**config.mk**
```make
export PLATFORM = sky130hd
export DESIGN_NAME = keyed_commit_guard
export DESIGN_NICKNAME = d
export VERILOG_FILES = /design/src/rtl/kcg_pkg.sv /design/src/rtl/kcg_addr_decode.sv /design/src/rtl/kcg_lock_ctrl.sv /design/src/rtl/kcg_commit_reg.sv /design/src/rtl/kcg_fsel_reg.sv /design/src/rtl/keyed_commit_guard.sv
export SDC_FILE = /design/constraint.sdc
export NUM_CORES = 1
export LEC_CHECK = 0
export BUFFER_PORTS_ARGS = -buffer_cell sky130_fd_sc_hd__clkbuf_2
export CORE_MARGIN = 4
export CORE_UTILIZATION = 36
export CTS_CLUSTER_SIZE = 14
export DETAILED_ROUTE_END_ITERATION = 12
export MAX_ROUTING_LAYER = met4
export PLACE_DENSITY = 0.76
export SETUP_SLACK_MARGIN = 0.5
export SKIP_LAST_GASP = 1
export SLEW_MARGIN = 20
export SYNTH_ARGS = -nofsm -noshare
export SYNTH_HDL_FRONTEND = slang
export SYNTH_SLANG_ARGS = --single-unit
```
**constraint.sdc**
```tcl
create_clock -name clk -period 2 [get_ports clk]
set_input_delay 0.4 -clock clk [delete_from_list [all_inputs] [get_ports clk]]
set_output_delay 0.4 -clock clk [all_outputs]
set_load 0.05 [all_outputs]
```
**src/rtl/kcg_pkg.sv**
```systemverilog
// Package: shared constants and the register-select type for the keyed
// commit guard. Assumes the offsets fit within the address width used by
// the top module.
package kcg_pkg;
    parameter int KCG_ADDR_W = 12;
    parameter int KCG_DATA_W = 32;
    parameter int KCG_FS_W   = 8;

    localparam int OFS_FSEL   = 'h000;
    localparam int OFS_LOCK   = 'h008;
    localparam int OFS_COMMIT = 'h00C;

    localparam logic [31:0] UNLOCK_KEY = 32'h0ACC_E551;

    typedef enum logic [1:0] {
        SEL_NONE   = 2'd0,
        SEL_FSEL   = 2'd1,
        SEL_LOCK   = 2'd2,
        SEL_COMMIT = 2'd3
    } reg_sel_e;
endpackage

```
**src/rtl/kcg_addr_decode.sv**
```systemverilog
// Module: maps a byte offset to one register select.
// Assumes the offsets are distinct. Any other offset decodes to SEL_NONE.
module kcg_addr_decode #(
    parameter int ADDR_W = kcg_pkg::KCG_ADDR_W
) (
    input  logic [ADDR_W-1:0] addr,
    output kcg_pkg::reg_sel_e sel
);
    import kcg_pkg::*;

    // Decode the offset to a register select.
    always_comb begin
        if (addr == ADDR_W'(OFS_FSEL))        sel = SEL_FSEL;
        else if (addr == ADDR_W'(OFS_LOCK))   sel = SEL_LOCK;
        else if (addr == ADDR_W'(OFS_COMMIT)) sel = SEL_COMMIT;
        else                                  sel = SEL_NONE;
    end
endmodule

```
**src/rtl/kcg_lock_ctrl.sv**
```systemverilog
// Module: lock state. A write of the key opens the lock, and any other write
// closes it. Assumes wr_hit is already qualified by the strobe and address.
module kcg_lock_ctrl #(
    parameter int DATA_W = kcg_pkg::KCG_DATA_W
) (
    input  logic              clk,
    input  logic              rst_n,
    input  logic              wr_hit,
    input  logic [DATA_W-1:0] wdata,
    output logic              locked
);
    import kcg_pkg::*;

    logic key_match;

    // Compare the write data with the unlock key.
    always_comb key_match = (wdata == DATA_W'(UNLOCK_KEY));

    // Lock flop: set at reset, updated only on a lock write.
    always_ff @(posedge clk) begin
        if (!rst_n)      locked <= 1'b1;
        else if (wr_hit) locked <= !key_match;
    end
endmodule

```
**src/rtl/kcg_commit_reg.sv**
```systemverilog
// Module: commit mask. It loads only when addressed and the lock is open.
// Assumes wdata is already cut to the mask width.
module kcg_commit_reg #(
    parameter int FS_W = kcg_pkg::KCG_FS_W
) (
    input  logic            clk,
    input  logic            rst_n,
    input  logic            wr_hit,
    input  logic            locked,
    input  logic [FS_W-1:0] wdata,
    output logic [FS_W-1:0] commit_q
);
    // Commit flop: all ones at reset, loads only while unlocked.
    always_ff @(posedge clk) begin
        if (!rst_n)                 commit_q <= '1;
        else if (wr_hit && !locked) commit_q <= wdata;
    end
endmodule

```
**src/rtl/kcg_fsel_reg.sv**
```systemverilog
// Module: function-select register. Each bit has its own enable, gated by
// the matching commit bit. Assumes wr_hit is already qualified.
module kcg_fsel_reg #(
    parameter int FS_W = kcg_pkg::KCG_FS_W
) (
    input  logic            clk,
    input  logic            rst_n,
    input  logic            wr_hit,
    input  logic [FS_W-1:0] commit,
    input  logic [FS_W-1:0] wdata,
    output logic [FS_W-1:0] fsel_q
);
    for (genvar i = 0; i < FS_W; i++) begin : g_bit
        // Per-bit flop: cleared at reset, written only where committed.
        always_ff @(posedge clk) begin
            if (!rst_n)                     fsel_q[i] <= 1'b0;
            else if (wr_hit && commit[i])   fsel_q[i] <= wdata[i];
        end
    end
endmodule

```
**src/rtl/keyed_commit_guard.sv**
```systemverilog
// Module: top of the keyed commit guard. It decodes the bus, qualifies the
// writes, holds the lock, commit and function-select state, and muxes reads.
// Assumes FS_W < DATA_W and a single synchronous clock domain.
module keyed_commit_guard #(
    parameter int ADDR_W = kcg_pkg::KCG_ADDR_W,
    parameter int DATA_W = kcg_pkg::KCG_DATA_W,
    parameter int FS_W   = kcg_pkg::KCG_FS_W
) (
    input  logic              clk,
    input  logic              rst_n,
    input  logic              wr_en,
    input  logic [ADDR_W-1:0] addr,
    input  logic [DATA_W-1:0] wr_data,
    output logic [DATA_W-1:0] rd_data,
    output logic [FS_W-1:0]   func_sel
);
    import kcg_pkg::*;

    reg_sel_e        sel;
    logic            hit_lock, hit_commit, hit_fsel;
    logic            lock_q;
    logic [FS_W-1:0] commit_q;
    logic [FS_W-1:0] fsel_q;

    kcg_addr_decode #(.ADDR_W(ADDR_W)) u_dec (.addr(addr), .sel(sel));

    // Qualify each register write with the strobe.
    always_comb begin
        hit_lock   = wr_en && (sel == SEL_LOCK);
        hit_commit = wr_en && (sel == SEL_COMMIT);
        hit_fsel   = wr_en && (sel == SEL_FSEL);
    end

    kcg_lock_ctrl #(.DATA_W(DATA_W)) u_lock (
        .clk(clk), .rst_n(rst_n), .wr_hit(hit_lock),
        .wdata(wr_data), .locked(lock_q)
    );

    kcg_commit_reg #(.FS_W(FS_W)) u_commit (
        .clk(clk), .rst_n(rst_n), .wr_hit(hit_commit), .locked(lock_q),
        .wdata(wr_data[FS_W-1:0]), .commit_q(commit_q)
    );

    kcg_fsel_reg #(.FS_W(FS_W)) u_fsel (
        .clk(clk), .rst_n(rst_n), .wr_hit(hit_fsel), .commit(commit_q),
        .wdata(wr_data[FS_W-1:0]), .fsel_q(fsel_q)
    );

    // Read mux: zero-extended register values, zero for unmapped offsets.
    always_comb begin
        case (sel)
            SEL_FSEL:   rd_data = DATA_W'(fsel_q);
            SEL_LOCK:   rd_data = DATA_W'(lock_q);
            SEL_COMMIT: rd_data = DATA_W'(commit_q);
            default:    rd_data = '0;
        endcase
    end

    // Drive the function-select value to the pin-mux logic.
    always_comb func_sel = fsel_q;
endmodule

```
Yosys cells after proc, flatten, opt, wreduce, memory -nomap -nowiden. Cells that the tools add are included.

Register bits after elaboration: 17. Output and inout bits: 40. Bits of input ports: 47. Logic and storage cells: 35.

Equal/unequal tests: 6. Reduce and logical (&&, ||, !) cells: 15. Mux-type cells: 4.

Operator list (count): 32-bit by 28-bit equality test with 1-bit output (second input constant) (1); 12-bit by 4-bit equality test with 1-bit output (second input constant) (2); 8-bit case mux with 3 select lines (1); 1-bit logical AND (12); 12-bit zero test (1); 2-bit two-way mux (3); 2-bit equality test (second input constant) (2); 2-bit by 1-bit equality test with 1-bit output (second input constant) (1); 1-bit zero test (2).

Longest topological paths before layout. Gate-level depths: netlist of the first run.

Depth after elaboration: 7. Mapped depth: 6. Gate-level depth less buffers: 4.

By module. Synthesis of the first run repeated with hierarchy kept, for this count alone.

Cell total of the unflattened synthesis: 149. Area total of the unflattened synthesis: 1292.5 um^2.

By module, submodules not included: kcg_commit_reg (area each 390.4 um^2, instances 1, cells an instance 36, sequential area each 160.2 um^2); keyed_commit_guard (area each 361.6 um^2, instances 1, cells an instance 48, sequential area each 0.0 um^2); kcg_fsel_reg (area each 357.8 um^2, instances 1, cells an instance 43, sequential area each 160.2 um^2); kcg_lock_ctrl (area each 136.4 um^2, instances 1, cells an instance 15, sequential area each 20.0 um^2); kcg_addr_decode (area each 46.3 um^2, instances 1, cells an instance 7, sequential area each 0.0 um^2).

Least setup slack after synthesis of the first run. No wires, ideal clock.

Kind: input port to output port. Start point: in addr[1]. End point: out rd_data[0]. Buffers on the path: 0. Data arrival time: 2.206 ns. Required time: 1.600 ns. Cell stages on the path: 3. Setup slack: -0.606 ns. Path through: or4_1 -> o22a_1 -> nor3_1.

Longest elaborated chain between the ends: 6. Elaborated cells on any way between the ends: 10. Those cells by class: eq/ne: 5; mux: 4; reduce/logical: 1.

RTL lines: start: declaration (RTL line keyed_commit_guard.sv:12) `input logic [ADDR_W-1:0] addr,`; 12-bit by 4-bit equality test with 1-bit output (RTL line kcg_addr_decode.sv:15) `else if (addr == ADDR_W'(OFS_COMMIT)) sel = SEL_COMMIT;`; 2-bit two-way mux (RTL line kcg_addr_decode.sv:15); 2-bit two-way mux (RTL line kcg_addr_decode.sv:14) `else if (addr == ADDR_W'(OFS_LOCK)) sel = SEL_LOCK;`; 2-bit two-way mux * (RTL line kcg_addr_decode.sv:13) `if (addr == ADDR_W'(OFS_FSEL)) sel = SEL_FSEL;`; 2-bit equality test / 2-bit by 1-bit equality test with 1-bit output (equally long branches) (RTL line keyed_commit_guard.sv:51) `case (sel)`; 8-bit case mux with 3 select lines * (RTL line keyed_commit_guard.sv:51); end: declaration (RTL line keyed_commit_guard.sv:14) `output logic [DATA_W-1:0] rd_data,`.

Every way passes the cells marked *; elsewhere a longest branch is shown, timed or not.

Worst setup path after layout of the first run.
Start point: in addr[9]. End point: out rd_data[7].

Same word-level chain as after synthesis.

==> results of run 1 <==
[cells in the final DEF (no fill, tap or decap), drive strengths merged]
cell type | synthesis | layout
clkbuf | 4 | 61
nand2 | 25 | 25
conb | 1 | 24
mux2i | 18 | 18
buf | 27 | 18
dfxtp | 17 | 17
nand3 | 9 | 9
a22o | 7 | 7
nor4 | 5 | 5
or4 | 3 | 3
nor3 | 2 | 2
inv | 2 | 2
nand3b | 2 | 2
nor4bb | 2 | 2
nor4b | 2 | 2
nand4 | 2 | 2
or3b | 1 | 1
o22a | 1 | 1
nor2b | 1 | 1
and4b | 1 | 1
nor2 | 1 | 1
[sequential cells by signal (all words and copies together) (netlist names)]
register           flops
u_commit.commit_q      8
u_lock.locked          1
u_fsel.fsel_q          8
[through the flow]
stage / worst slack [ns] / cells / TNS, ns
after floorplan: -0.236 / 156 / -2.16
after global placement: -0.243 / 243 / -2.22
after detailed placement: -0.255 / 243 / -2.32
after CTS: -0.225 / 247 / -1.54
after global routing: -0.277 / 248 / -1.85
final: -0.215 / 248 / -1.45
[final timing paths]
| kind | from | to | slack [ns] | depth (start not counted) |
|---|---|---|---|---|
| setup reg to reg | u_lock.locked | u_commit.commit_q[0] | 0.73 | 5 |
| setup / recovery | addr[9] | rd_data[7] | -0.21 | 7 |
| hold / removal | wr_data[4] | u_commit.commit_q[4] | 0.34 | 3 |
| hold reg to reg | u_fsel.fsel_q[0] | u_fsel.fsel_q[0] | 0.48 | 2 |
[routing by layer]
layer	wire [um]	vias up	GRT usage
li1	-	567	-
met1	1310	516	0.197
met2	1480	48	0.241
met3	217	5	0.0299
met4	38	0	0.0475
met5	0	-	-
[final cells by class]
cell class | instances | area [um2] | share of cell area
clock buffers | 4 | 26.3 | 0.0152
inverters | 2 | 7.51 | 0.00434
multi-input cells | 106 | 767 | 0.443
flip-flops and latches | 17 | 340 | 0.197
well taps | 44 | 55.1 | 0.0318
repair buffers | 75 | 536 | 0.309
[worst reg2reg max path: cells and delay by family (launching register included)]
family | cells | cell delay, ns
and+or+nand+nor | 3 | 0.47
buffers and inverters | 1 | 0.17
muxes | 1 | 0.18
DFF | 1 | 0.34
[power groups by stage]
stage          registers (W)  clock network (W)  logic, W
6_report            0.000338           0.000188  0.000193
3_3_place_gp        0.000346                  0  0.000184
3_5_place_dp        0.000346                  0  0.000186
2_1_floorplan       0.000346                  0  0.000166
5_1_grt             0.000338           0.000210  0.000206
4_1_cts             0.000338           0.000194  0.000190
[timing repair]
item,CTS,global route
gates resized for setup,10,1
setup buffers,0,1
endpoints found under the setup margin,23,24
pin swaps,10,3
hold buffers,0,0
[logic make-up (layout without fill, tap and decap cells)]
logic type	count (synthesis)	in the layout	synth area share
AND/OR/NAND/NOR	56	56	0.285
other	1	24	0.00328
buffers and inverters	33	81	0.196
multiplexers	18	18	0.157
flip-flops	17	17	0.297
AO/OA/AOI/OAI	8	8	0.0612
==> impl_summary.txt, run 1 <==
----------------------------------------------------
[Status]
  Status ... complete, but fails checks
  Failing checks ... setup timing

[Place]
  Post-detail-place hpwl ... 2.49 mm
  Input/output buffers ... 62
  Routability Congestion ... 0.735
  Placed cell areas ... 1650 um2

[Timing]
  Worst Setup Slack, final ... -0.215 ns
  Post-route minimum period ... 2.21 ns
  Unrepaired setup endpoints after global routing ... yes
  Largest clock skew in the final design ... 0.00479 ns
  Setup violation total in the final timing report ... 8
  F_max ... 451 MHz
  Period Utilization, post-route ... 1.11
  Endpoints failing hold ... 0
  Max-slew violations ... 0
  Minimum hold slack ... 0.343 ns

[Floorplanning]
  Cell row count ... 20
  Die footprint ... 4150 um2
  Number of placed I/O pins ... 87
  Effective utilization at floorplan ... 0.375
  Vert. Die Dim ... 64.4 um
  Core outline area ... 3050 um2
  Die X-Extent ... 64.4 um

[Critical path]
  Buffers plus inverters on the worst setup path ... 4
  Critical path required time ... 1.60 ns
  Crit path cell chain ... clkbuf_2 -> or4_4 -> nor4_4 -> buf_4 -> buf_12 -> a22o_4 -> buf_12
  Cell family with the largest share of critical-path delay ... simple AND/OR/NAND/NOR gates
  Slowest library cell on the worst path ... sky130_fd_sc_hd__or4_4
  Critical path endpoint category ... output pin
  Worst path max stage delay ... 0.56 ns
  Class of the most critical setup path ... primary input to output pin
  Startpoint class of the critical path ... primary input
  Crit path arrival time ... 1.81 ns
  Cell with the most instances on the worst path ... sky130_fd_sc_hd__buf_12
  Largest fanout on the critical path ... 4

[Yosys]
  Library cell with the highest instance count after synthesis ... sky130_fd_sc_hd__nand2_1
  Synth Area per Inst ... 8.61 um2
  Post-synthesis sequential element count ... 17
  Most numerous cell types in the synthesized netlist ... 25 x sky130_fd_sc_hd__nand2_1, 24 x sky130_fd_sc_hd__buf_4, 18 x sky130_fd_sc_hd__mux2i_1
  Synthesis warning total ... 0
  Cell count after synthesis ... 133
  Async set or reset register ratio after synthesis ... 0
  Cell accounting for the most synthesized area ... sky130_fd_sc_hd__dfxtp_1
  Sequential element share of the synthesized area ... 0.297
  Post-synth top area share ... 0.297
  Main synth FF type ... sky130_fd_sc_hd__dfxtp_1
  Unique masters post-synth ... 27
  Leading cell types by total area after synthesis ... sky130_fd_sc_hd__dfxtp_1 30%, sky130_fd_sc_hd__mux2i_1 16%, sky130_fd_sc_hd__buf_4 16%
  Netlist area before placement ... 1140 um2
  EDFF count, synth ... 0

[Route]
  First DRT Iteration DRCs ... 56
  Post-route antenna net violation count ... 0
  Routed Wire Length ... 3.05 mm
  WL per Instance ... 12.3 um
  Vias per inst ... 4.58
  Number of DRC violations after detailed routing ... 0
  Total iterations of the first detailed-routing run ... 4
  Via count of the routed design ... 1136

[GRT]
  Global-route wire length before repair ... 4.84 mm
  Global-route total usage across every layer ... 0.153
  Antenna violations before repair ... 0
  Largest net degree at the start of global routing ... 26
  Vias in the first global route ... 1070
  Overflow left after global routing ... 0

[Power]
  Leakage ... 0.875 nW
  Relative contribution of combinational cells to total power ... 0.268
  Worst VDD drop ... 0.000171 V
  Seq pwr share ... 0.470
  Switching power as a share of total power ... 0.350
  Clk network pwr share ... 0.261
  Total power ... 0.000719 W
  Internal ... 0.000467 W
  P_sw ... 0.000252 W
  Total power per unit cell area ... 415 nW/um2

[Final layout]
  Nets ... 252
  Fill count ... 289
  Final standard cell area without fillers ... 1730 um2
  Proportion of layout cells with a drive suffix above 1 ... 0.461
  Number of inserted diodes ... 0
  Final Core Density ... 0.567
  Area overhead of the layout relative to synthesis ... 51.3%

[Clock network]
  Number of H-tree levels ... 1
  Clock latency of the later-clocked register in the worst-skew pair ... 0.29 ns
  Root Driver ... sky130_fd_sc_hd__clkbuf_4
  CTS buffer count ... 3
  Largest buffer count on any clock path ... 2
  Clock slew seen by the registers of the worst setup and hold paths ... 0.10 ns
  TritonCTS clock tree ... yes
  Num Clock Sinks ... 17

[Worst hold path]
  Type of the tightest min-delay check ... primary input to flip-flop

[Job]
  Max-capacitance violation count ... 0

----------------------------------------------------
Power figures use the tool's default switching activity.
==> inputs of run 2 (changes only) <==
--- a/config.mk
+++ b/config.mk
@@ -12,6 +12,7 @@
 export DETAILED_ROUTE_END_ITERATION = 12
 export MAX_ROUTING_LAYER = met4
 export PLACE_DENSITY = 0.76
+export RECOVER_POWER = 25
 export SETUP_SLACK_MARGIN = 0.5
 export SKIP_LAST_GASP = 1
 export SLEW_MARGIN = 20
==> run 2 against run 1 <==
  * The flow still finishes with violations (setup timing)
  * Sequential cell count did not move
  * First-iteration DRC count is 1.8% lower
  * Largest cell class unchanged
  * Count of clock-buffer cells in the layout stayed put
  * Combinational power hardly changed
  * Register-to-register slack about the same
  * Clock skew about the same
  * Critical path type unchanged
  * Highest routed layer unchanged
  * Die area unchanged
  * Wire length rose by 0.49%
  * Sequential power is essentially flat
  * Cell area fell by 0.43%
  * Fmax about the same
==> impl_summary.txt, run 2 (synthesis results as in run 1) <==
----------------------------------------------------
[Floorplanning]
  Core outline area ... 3050 um2 (unchanged)
  Die X-Extent ... 64.4 um (unchanged)
  Effective utilization at floorplan ... 0.375 (unchanged)
  Number of placed I/O pins ... 87 (unchanged)
  Cell row count ... 20 (unchanged)
  Vert. Die Dim ... 64.4 um (unchanged)
  Die footprint ... 4150 um2 (unchanged)

[GRT]
  Antenna violations before repair ... 0 (unchanged)
  Largest net degree at the start of global routing ... 26 (unchanged)
  Vias in the first global route ... 1070 (unchanged)
  Global-route total usage across every layer ... 0.153 (unchanged)
  Overflow left after global routing ... 0 (unchanged)
  Global-route wire length before repair ... 4.84 mm (unchanged)

[Power]
  Relative contribution of combinational cells to total power ... 0.268 (about the same)
  P_sw ... 0.000253 W (+0.23%)
  Worst VDD drop ... 0.000171 V (about the same)
  Leakage ... 0.854 nW (-2.4%)
  Total power per unit cell area ... 418 nW/um2 (+0.52%)
  Internal ... 0.000467 W (about the same)
  Total power ... 0.000720 W (about the same)
  Seq pwr share ... 0.470 (about the same)
  Clk network pwr share ... 0.262 (about the same)
  Switching power as a share of total power ... 0.351 (+0.000514)

[Clock network]
  Num Clock Sinks ... 17 (unchanged)
  Largest buffer count on any clock path ... 2 (unchanged)
  Number of buffers added to fix hold violations after cts ... 0 (unchanged)
  Clock slew seen by the registers of the worst setup and hold paths ... 0.10 ns (about the same)
  CTS buffer count ... 3 (unchanged)
  Clock latency of the later-clocked register in the worst-skew pair ... 0.29 ns (about the same)
  Root Driver ... sky130_fd_sc_hd__clkbuf_4
  TritonCTS clock tree ... yes
  Number of H-tree levels ... 1 (unchanged)

[Route]
  Post-route antenna net violation count ... 0 (unchanged)
  Via count of the routed design ... 1135 (-0.088%)
  Total iterations of the first detailed-routing run ... 4 (unchanged)
  First DRT Iteration DRCs ... 55 (-1.8%)
  WL per Instance ... 12.3 um (+0.49%)
  Number of DRC violations after detailed routing ... 0 (unchanged)
  Vias per inst ... 4.58 (about the same)
  Routed Wire Length ... 3.06 mm (+0.49%)

[Timing]
  Endpoints failing hold ... 0 (unchanged)
  Period Utilization, post-route ... 1.11 (about the same)
  Max-slew violations ... 0 (unchanged)
  Slew Limit Headroom ... 0.600
  F_max ... 451 MHz (about the same)
  Setup_tns ... -1.44 ns (+0.00124 ns)
  Post-route minimum period ... 2.21 ns (-0.0000650 ns)
  Largest clock skew in the final design ... 0.00508 ns (+0.000285 ns)
  Setup violation total in the final timing report ... 8 (unchanged)
  Worst Setup Slack, final ... -0.215 ns (+0.0000650 ns)
  Worst Max-Slew Pin Slew ... 0.603 ns
  Unrepaired setup endpoints after global routing ... yes

[Final layout]
  Area overhead of the layout relative to synthesis ... 50.6%
  Nets ... 252 (unchanged)
  Final Core Density ... 0.565 (-0.00246)
  Multi-input gate area ... 767 um2 (unchanged)
  Fill count ... 294 (+1.7%)
  Commonest non-fill, non-tap cell in the layout ... sky130_fd_sc_hd__clkbuf_2
  Area occupied by registers ... 340 um2 (unchanged)
  Number of inserted diodes ... 0 (unchanged)
  Largest registers in the final layout ... u_commit.commit_q x8, u_fsel.fsel_q x8, u_lock.locked x1
  Non-Filler Instances ... 248 (unchanged)
  Leading cell types in the layout, fill and taps excluded ... 48 x sky130_fd_sc_hd__clkbuf_2, 25 x sky130_fd_sc_hd__nand2_1, 24 x sky130_fd_sc_hd__conb_1
  Proportion of layout cells with a drive suffix above 1 ... 0.431 (-0.0294)

[Critical path]
  Cell family with the largest share of critical-path delay ... simple AND/OR/NAND/NOR gates
  Class of the most critical setup path ... primary input to output pin
  Startpoint class of the critical path ... primary input
  Length in cells of the worst reg-to-reg path ... 5 (unchanged)
  Slowest library cell on the worst path ... sky130_fd_sc_hd__or4_4
  Critical path required time ... 1.60 ns (about the same)
  Cell with the most instances on the worst path ... sky130_fd_sc_hd__buf_12
  Worst path max stage delay ... 0.56 ns (about the same)
  Largest fanout on the critical path ... 4 (unchanged)
  Worst path depth ... 7 (unchanged)
  Buffers plus inverters on the worst setup path ... 4 (unchanged)
  Crit path arrival time ... 1.81 ns (about the same)
  Crit path cell chain ... clkbuf_2 -> or4_4 -> nor4_4 -> buf_4 -> buf_12 -> a22o_4 -> buf_12
  Critical path endpoint category ... output pin

[Job]
  Max-capacitance violation count ... 0 (unchanged)

[Place]
  Post-detail-place hpwl ... 2.49 mm (unchanged)
  Routability Congestion ... 0.735 (unchanged)
  Placed Instances ... 243 (unchanged)
  Input/output buffers ... 62 (unchanged)

[Worst hold path]
  Type of the tightest min-delay check ... primary input to flip-flop
  Worst hold path stage count ... 3 (unchanged)

[Status]
  Status ... complete, but fails checks
  Failing checks ... setup timing

----------------------------------------------------
-- run 2: changes by cell type in the layout (fill, tap and decap cells not counted) --
cell / before / now
sky130_fd_sc_hd__clkbuf_1: 1 / 7
sky130_fd_sc_hd__clkbuf_2: 54 / 48
-- run 2: final timing paths --
check	from	endpoint	slack (ns)
worst max register to register	u_lock.locked	u_commit.commit_q[0]	0.73
worst min-delay path	wr_data[4]	u_commit.commit_q[4]	0.34
worst min register to register	u_fsel.fsel_q[0]	u_fsel.fsel_q[0]	0.49
worst max-delay path	addr[9]	rd_data[7]	-0.21
-- run 2: power groups by stage --
stage / sequential [W] / combinational (W) / clock [W]
final: 0.000338 / 0.000193 / 0.000188
after floorplan: 0.000346 / 0.000166 / 0
after global routing: 0.000338 / 0.000206 / 0.000210
after CTS: 0.000338 / 0.000190 / 0.000194
after detailed placement: 0.000346 / 0.000186 / 0
after global placement: 0.000346 / 0.000184 / 0
-- run 2: per-layer routing --
metal | vias to the layer above | GRT usage | routed length (um)
li1 | 567 | - | -
met1 | 513 | 0.197 | 1320
met2 | 50 | 0.241 | 1480
met3 | 5 | 0.0299 | 226
met4 | 0 | 0.0475 | 38
met5 | - | - | 0
-- run 2: worst min-delay path, cell delays in order --
cell and delay [ns]:
sky130_fd_sc_hd__clkbuf_2 0.10, sky130_fd_sc_hd__mux2i_1 0.06, sky130_fd_sc_hd__nand2_1 0.05
-- run 2: area by class of cell --
cell class,count,area share
flip-flops and latches,17,0.197
well taps,44,0.0319
multi-input cells,106,0.445
clock buffers,4,0.0152
inverters,2,0.00435
repair buffers,75,0.306
-- run 2: through the flow --
| step | cell area [um2] | hold slack (ns) | setup slack (ns) |
|---|---|---|---|
| floorplan | 1320 | 0.464 | -0.236 |
| global placement | 1650 | 0.465 | -0.243 |
| detailed placement | 1650 | 0.475 | -0.255 |
| CTS | 1720 | 0.337 | -0.225 |
| global route | 1720 | 0.344 | -0.277 |
| finish | 1720 | 0.342 | -0.215 |
-- run 2: timing repair --
action                     4_1_cts  5_1_grt
buffers inserted                 0        1
pin swaps                       10        3
gates resized for setup         10        1
setup endpoints to repair       23       24
==> inputs of run 3 (changes only) <==
--- a/config.mk
+++ b/config.mk
@@ -7,11 +7,11 @@
 export LEC_CHECK = 0
 export BUFFER_PORTS_ARGS = -buffer_cell sky130_fd_sc_hd__clkbuf_2
 export CORE_MARGIN = 4
-export CORE_UTILIZATION = 36
+export CORE_UTILIZATION = 43
 export CTS_CLUSTER_SIZE = 14
 export DETAILED_ROUTE_END_ITERATION = 12
 export MAX_ROUTING_LAYER = met4
-export PLACE_DENSITY = 0.76
+export PLACE_DENSITY = 0.85
 export RECOVER_POWER = 25
 export SETUP_SLACK_MARGIN = 0.5
 export SKIP_LAST_GASP = 1
==> constraint.sdc (replaced) <==
create_clock -name clk -period 2.66 [get_ports clk]
set_input_delay 0.532 -clock clk [delete_from_list [all_inputs] [get_ports clk]]
set_output_delay 0.532 -clock clk [all_outputs]
set_load 0.05 [all_outputs]
==> run 3 against run 2 <==
  * The flow now finishes without violations
  * Wire length grew 4.7%
  * Sequential share of layout area grew 0.47 points
  * Via count shrank 0.79%
  * Die area shrank 14%
  * First-iteration DRC count shrank 58%
  * Critical path depth shrank 1
  * Worst hold slack gained 0.14 ns
  * Clock power shrank 29%
  * Core utilization grew 11 points
  * Total power shrank 27%
==> impl_summary.txt, run 3 (synthesis results as in run 1) <==
----------------------------------------------------
[Status]
  Status ... complete, no violations

[Critical path]
  Startpoint class of the critical path ... primary input
  Critical path endpoint category ... output pin
  Slowest library cell on the worst path ... sky130_fd_sc_hd__or4_4
  Worst path max stage delay ... 0.58 ns (+0.02 ns)
  Crit path arrival time ... 1.91 ns (+0.10 ns)
  Class of the most critical setup path ... primary input to output pin
  Critical path required time ... 2.13 ns (+0.53 ns)
  Largest fanout on the critical path ... 3 (-1)
  Crit path cell chain ... clkbuf_2 -> or4_4 -> nor4_4 -> buf_4 -> a22o_4 -> clkbuf_16

[Clock network]
  Clock latency of the later-clocked register in the worst-skew pair ... 0.28 ns (about the same)
  Clock slew seen by the registers of the worst setup and hold paths ... 0.09 ns (about the same)
  CTS buffer count ... 3 (unchanged)
  Num Clock Sinks ... 17 (unchanged)
  TritonCTS clock tree ... yes
  Number of H-tree levels ... 1 (unchanged)
  Root Driver ... sky130_fd_sc_hd__clkbuf_4
  Largest buffer count on any clock path ... 2 (unchanged)
  Number of buffers added to fix hold violations after cts ... 0 (unchanged)

[Route]
  Post-route antenna net violation count ... 0 (unchanged)
  Via count of the routed design ... 1126 (-0.79%)
  Total iterations of the first detailed-routing run ... 5 (+1)
  Vias per inst ... 4.87 (+6.5%)
  Routed Wire Length ... 3.21 mm (+4.7%)
  WL per Instance ... 13.9 um (+12%)
  First DRT Iteration DRCs ... 23 (-58%)
  Number of DRC violations after detailed routing ... 0 (unchanged)

[Floorplanning]
  Effective utilization at floorplan ... 0.458 (+0.0830)
  Die footprint ... 3550 um2 (-14%)
  Cell row count ... 18 (-10%)
  Number of placed I/O pins ... 87 (unchanged)
  Vert. Die Dim ... 59.6 um (-7.4%)
  Core outline area ... 2500 um2 (-18%)
  Die X-Extent ... 59.6 um (-7.4%)

[Timing]
  Post-route minimum period ... 2.44 ns
  Setup_tns ... 0 ns (+1.44 ns)
  Slew Limit Headroom ... 0.558 (-0.0421)
  Endpoints failing hold ... 0 (unchanged)
  F_max ... 409 MHz
  Worst Max-Slew Pin Slew ... 0.666 ns (+0.0635 ns)
  Unrepaired setup endpoints after global routing ... yes
  Period Utilization, post-route ... 0.919
  Setup violation total in the final timing report ... 0 (-8)
  Largest clock skew in the final design ... 0.000280 ns (-0.00480 ns)
  Max-slew violations ... 0 (unchanged)

[GRT]
  Global-route total usage across every layer ... 0.182 (+0.0293)
  Antenna violations before repair ... 0 (unchanged)
  Global-route wire length before repair ... 4.77 mm (-1.6%)
  Global routing usage on met1 ... 0.212 (+0.0155)
  Overflow left after global routing ... 0 (unchanged)
  Global Route met2 Usage ... 0.317 (+0.0757)
  Highest-utilization routing layer at the global route stage ... met2
  Largest net degree at the start of global routing ... 26 (unchanged)
  Vias in the first global route ... 1095 (+2.3%)
  Met3 capacity usage during global routing ... 0.0349 (+0.00498)

[Final layout]
  Number of inserted diodes ... 0 (unchanged)
  Leading cell types in the layout, fill and taps excluded ... 46 x sky130_fd_sc_hd__clkbuf_2, 25 x sky130_fd_sc_hd__nand2_1, 24 x sky130_fd_sc_hd__conb_1
  Proportion of layout cells with a drive suffix above 1 ... 0.403 (-0.0284)
  Commonest non-fill, non-tap cell in the layout ... sky130_fd_sc_hd__clkbuf_2
  Nets ... 249 (-1.2%)
  Area overhead of the layout relative to synthesis ... 47.1%
  Final standard cell area without fillers ... 1680 um2 (-2.3%)
  Largest registers in the final layout ... u_commit.commit_q x8, u_fsel.fsel_q x8, u_lock.locked x1

[Place]
  Input/output buffers ... 62 (unchanged)
  Post-detail-place hpwl ... 2.47 mm (-1.1%)
  Placed cell areas ... 1560 um2 (-5.5%)
  Routability Congestion ... 0.863 (+17%)

[Power]
  Worst VDD drop ... 0.000296 V (+73%)
  Total power per unit cell area ... 313 nW/um2 (-25%)
  Leakage ... 0.840 nW (-1.7%)

[Job]
  Max-capacitance violation count ... 0 (unchanged)

[Worst hold path]
  Type of the tightest min-delay check ... primary input to flip-flop

----------------------------------------------------
run 3: changes by cell type in the layout (fill, tap and decap cells not counted), moves of 2 or more:
cell | before | now
sky130_fd_sc_hd__buf_4 | 9 | 7
sky130_fd_sc_hd__clkbuf_16 | 0 | 3
sky130_fd_sc_hd__clkbuf_2 | 48 | 46
sky130_fd_sc_hd__clkbuf_1 | 7 | 9
sky130_fd_sc_hd__buf_12 | 7 | 5
run 3: worst paths after layout:
kind                                        from              endpoint  slack (ns)  depth (start not counted)
worst max-delay path                    addr[11]            rd_data[1]        0.22                          6
worst min-delay path                  wr_data[4]  u_commit.commit_q[4]        0.49                          3
worst max register to register     u_lock.locked  u_commit.commit_q[0]        1.35                          5
worst min register to register  u_fsel.fsel_q[0]      u_fsel.fsel_q[0]        0.49                          2
run 3: metal layers:
layer | part of all wire | wire [um]
met4 | 0.0037 | 12
met2 | 0.52 | 1670
met3 | 0.097 | 310
met1 | 0.38 | 1220
met5 | 0 | 0
run 3: layout make-up:
| type | count | area (um2) |
|---|---|---|
| clock buffer | 4 | 26.3 |
| fill | 213 | 816 |
| inverter | 2 | 7.51 |
| multi-input combinational | 106 | 754 |
| sequential | 17 | 340 |
| tap | 30 | 37.5 |
| timing repair buffer | 72 | 518 |
run 3: what timing repair did:
| item | CTS | global route |
|---|---|---|
| endpoints found under the setup margin | 8 | 8 |
| pin swaps | 11 | 2 |
| setup buffers | 4 | 0 |
| resized for setup | 14 | 0 |
run 3: stage by stage:
step | hold WS (ns) | setup slack (ns) | util | std cells | total power, W
finish | 0.487 | 0.216 | 0.674 | 231 | 0.000528
global route | 0.498 | 0.142 | 0.674 | 231 | 0.000549
CTS | 0.486 | 0.208 | 0.678 | 231 | 0.000529
detailed placement | 0.482 | 0.0313 | 0.624 | 223 | 0.000396
global placement | 0.470 | 0.0772 | 0.624 | 223 | 0.000395
floorplan | 0.464 | 0.160 | - | 156 | 0.000385
run 3: worst max-delay path, delay by kind of cell:
kind	cells	cell delay (ns)
and+or+nand+nor	2	0.85
buffers and inverters	3	0.41
AOI/OAI and AO/OA	1	0.12
run 3: power by group:
part | switching, W | total, W | internal (W)
logic | 0.000105 | 0.000140 | 0.0000354
clock network | 0.0000751 | 0.000133 | 0.0000582
registers | 0.0000000109 | 0.000254 | 0.000254
total | 0.000180 | 0.000528 | 0.000348
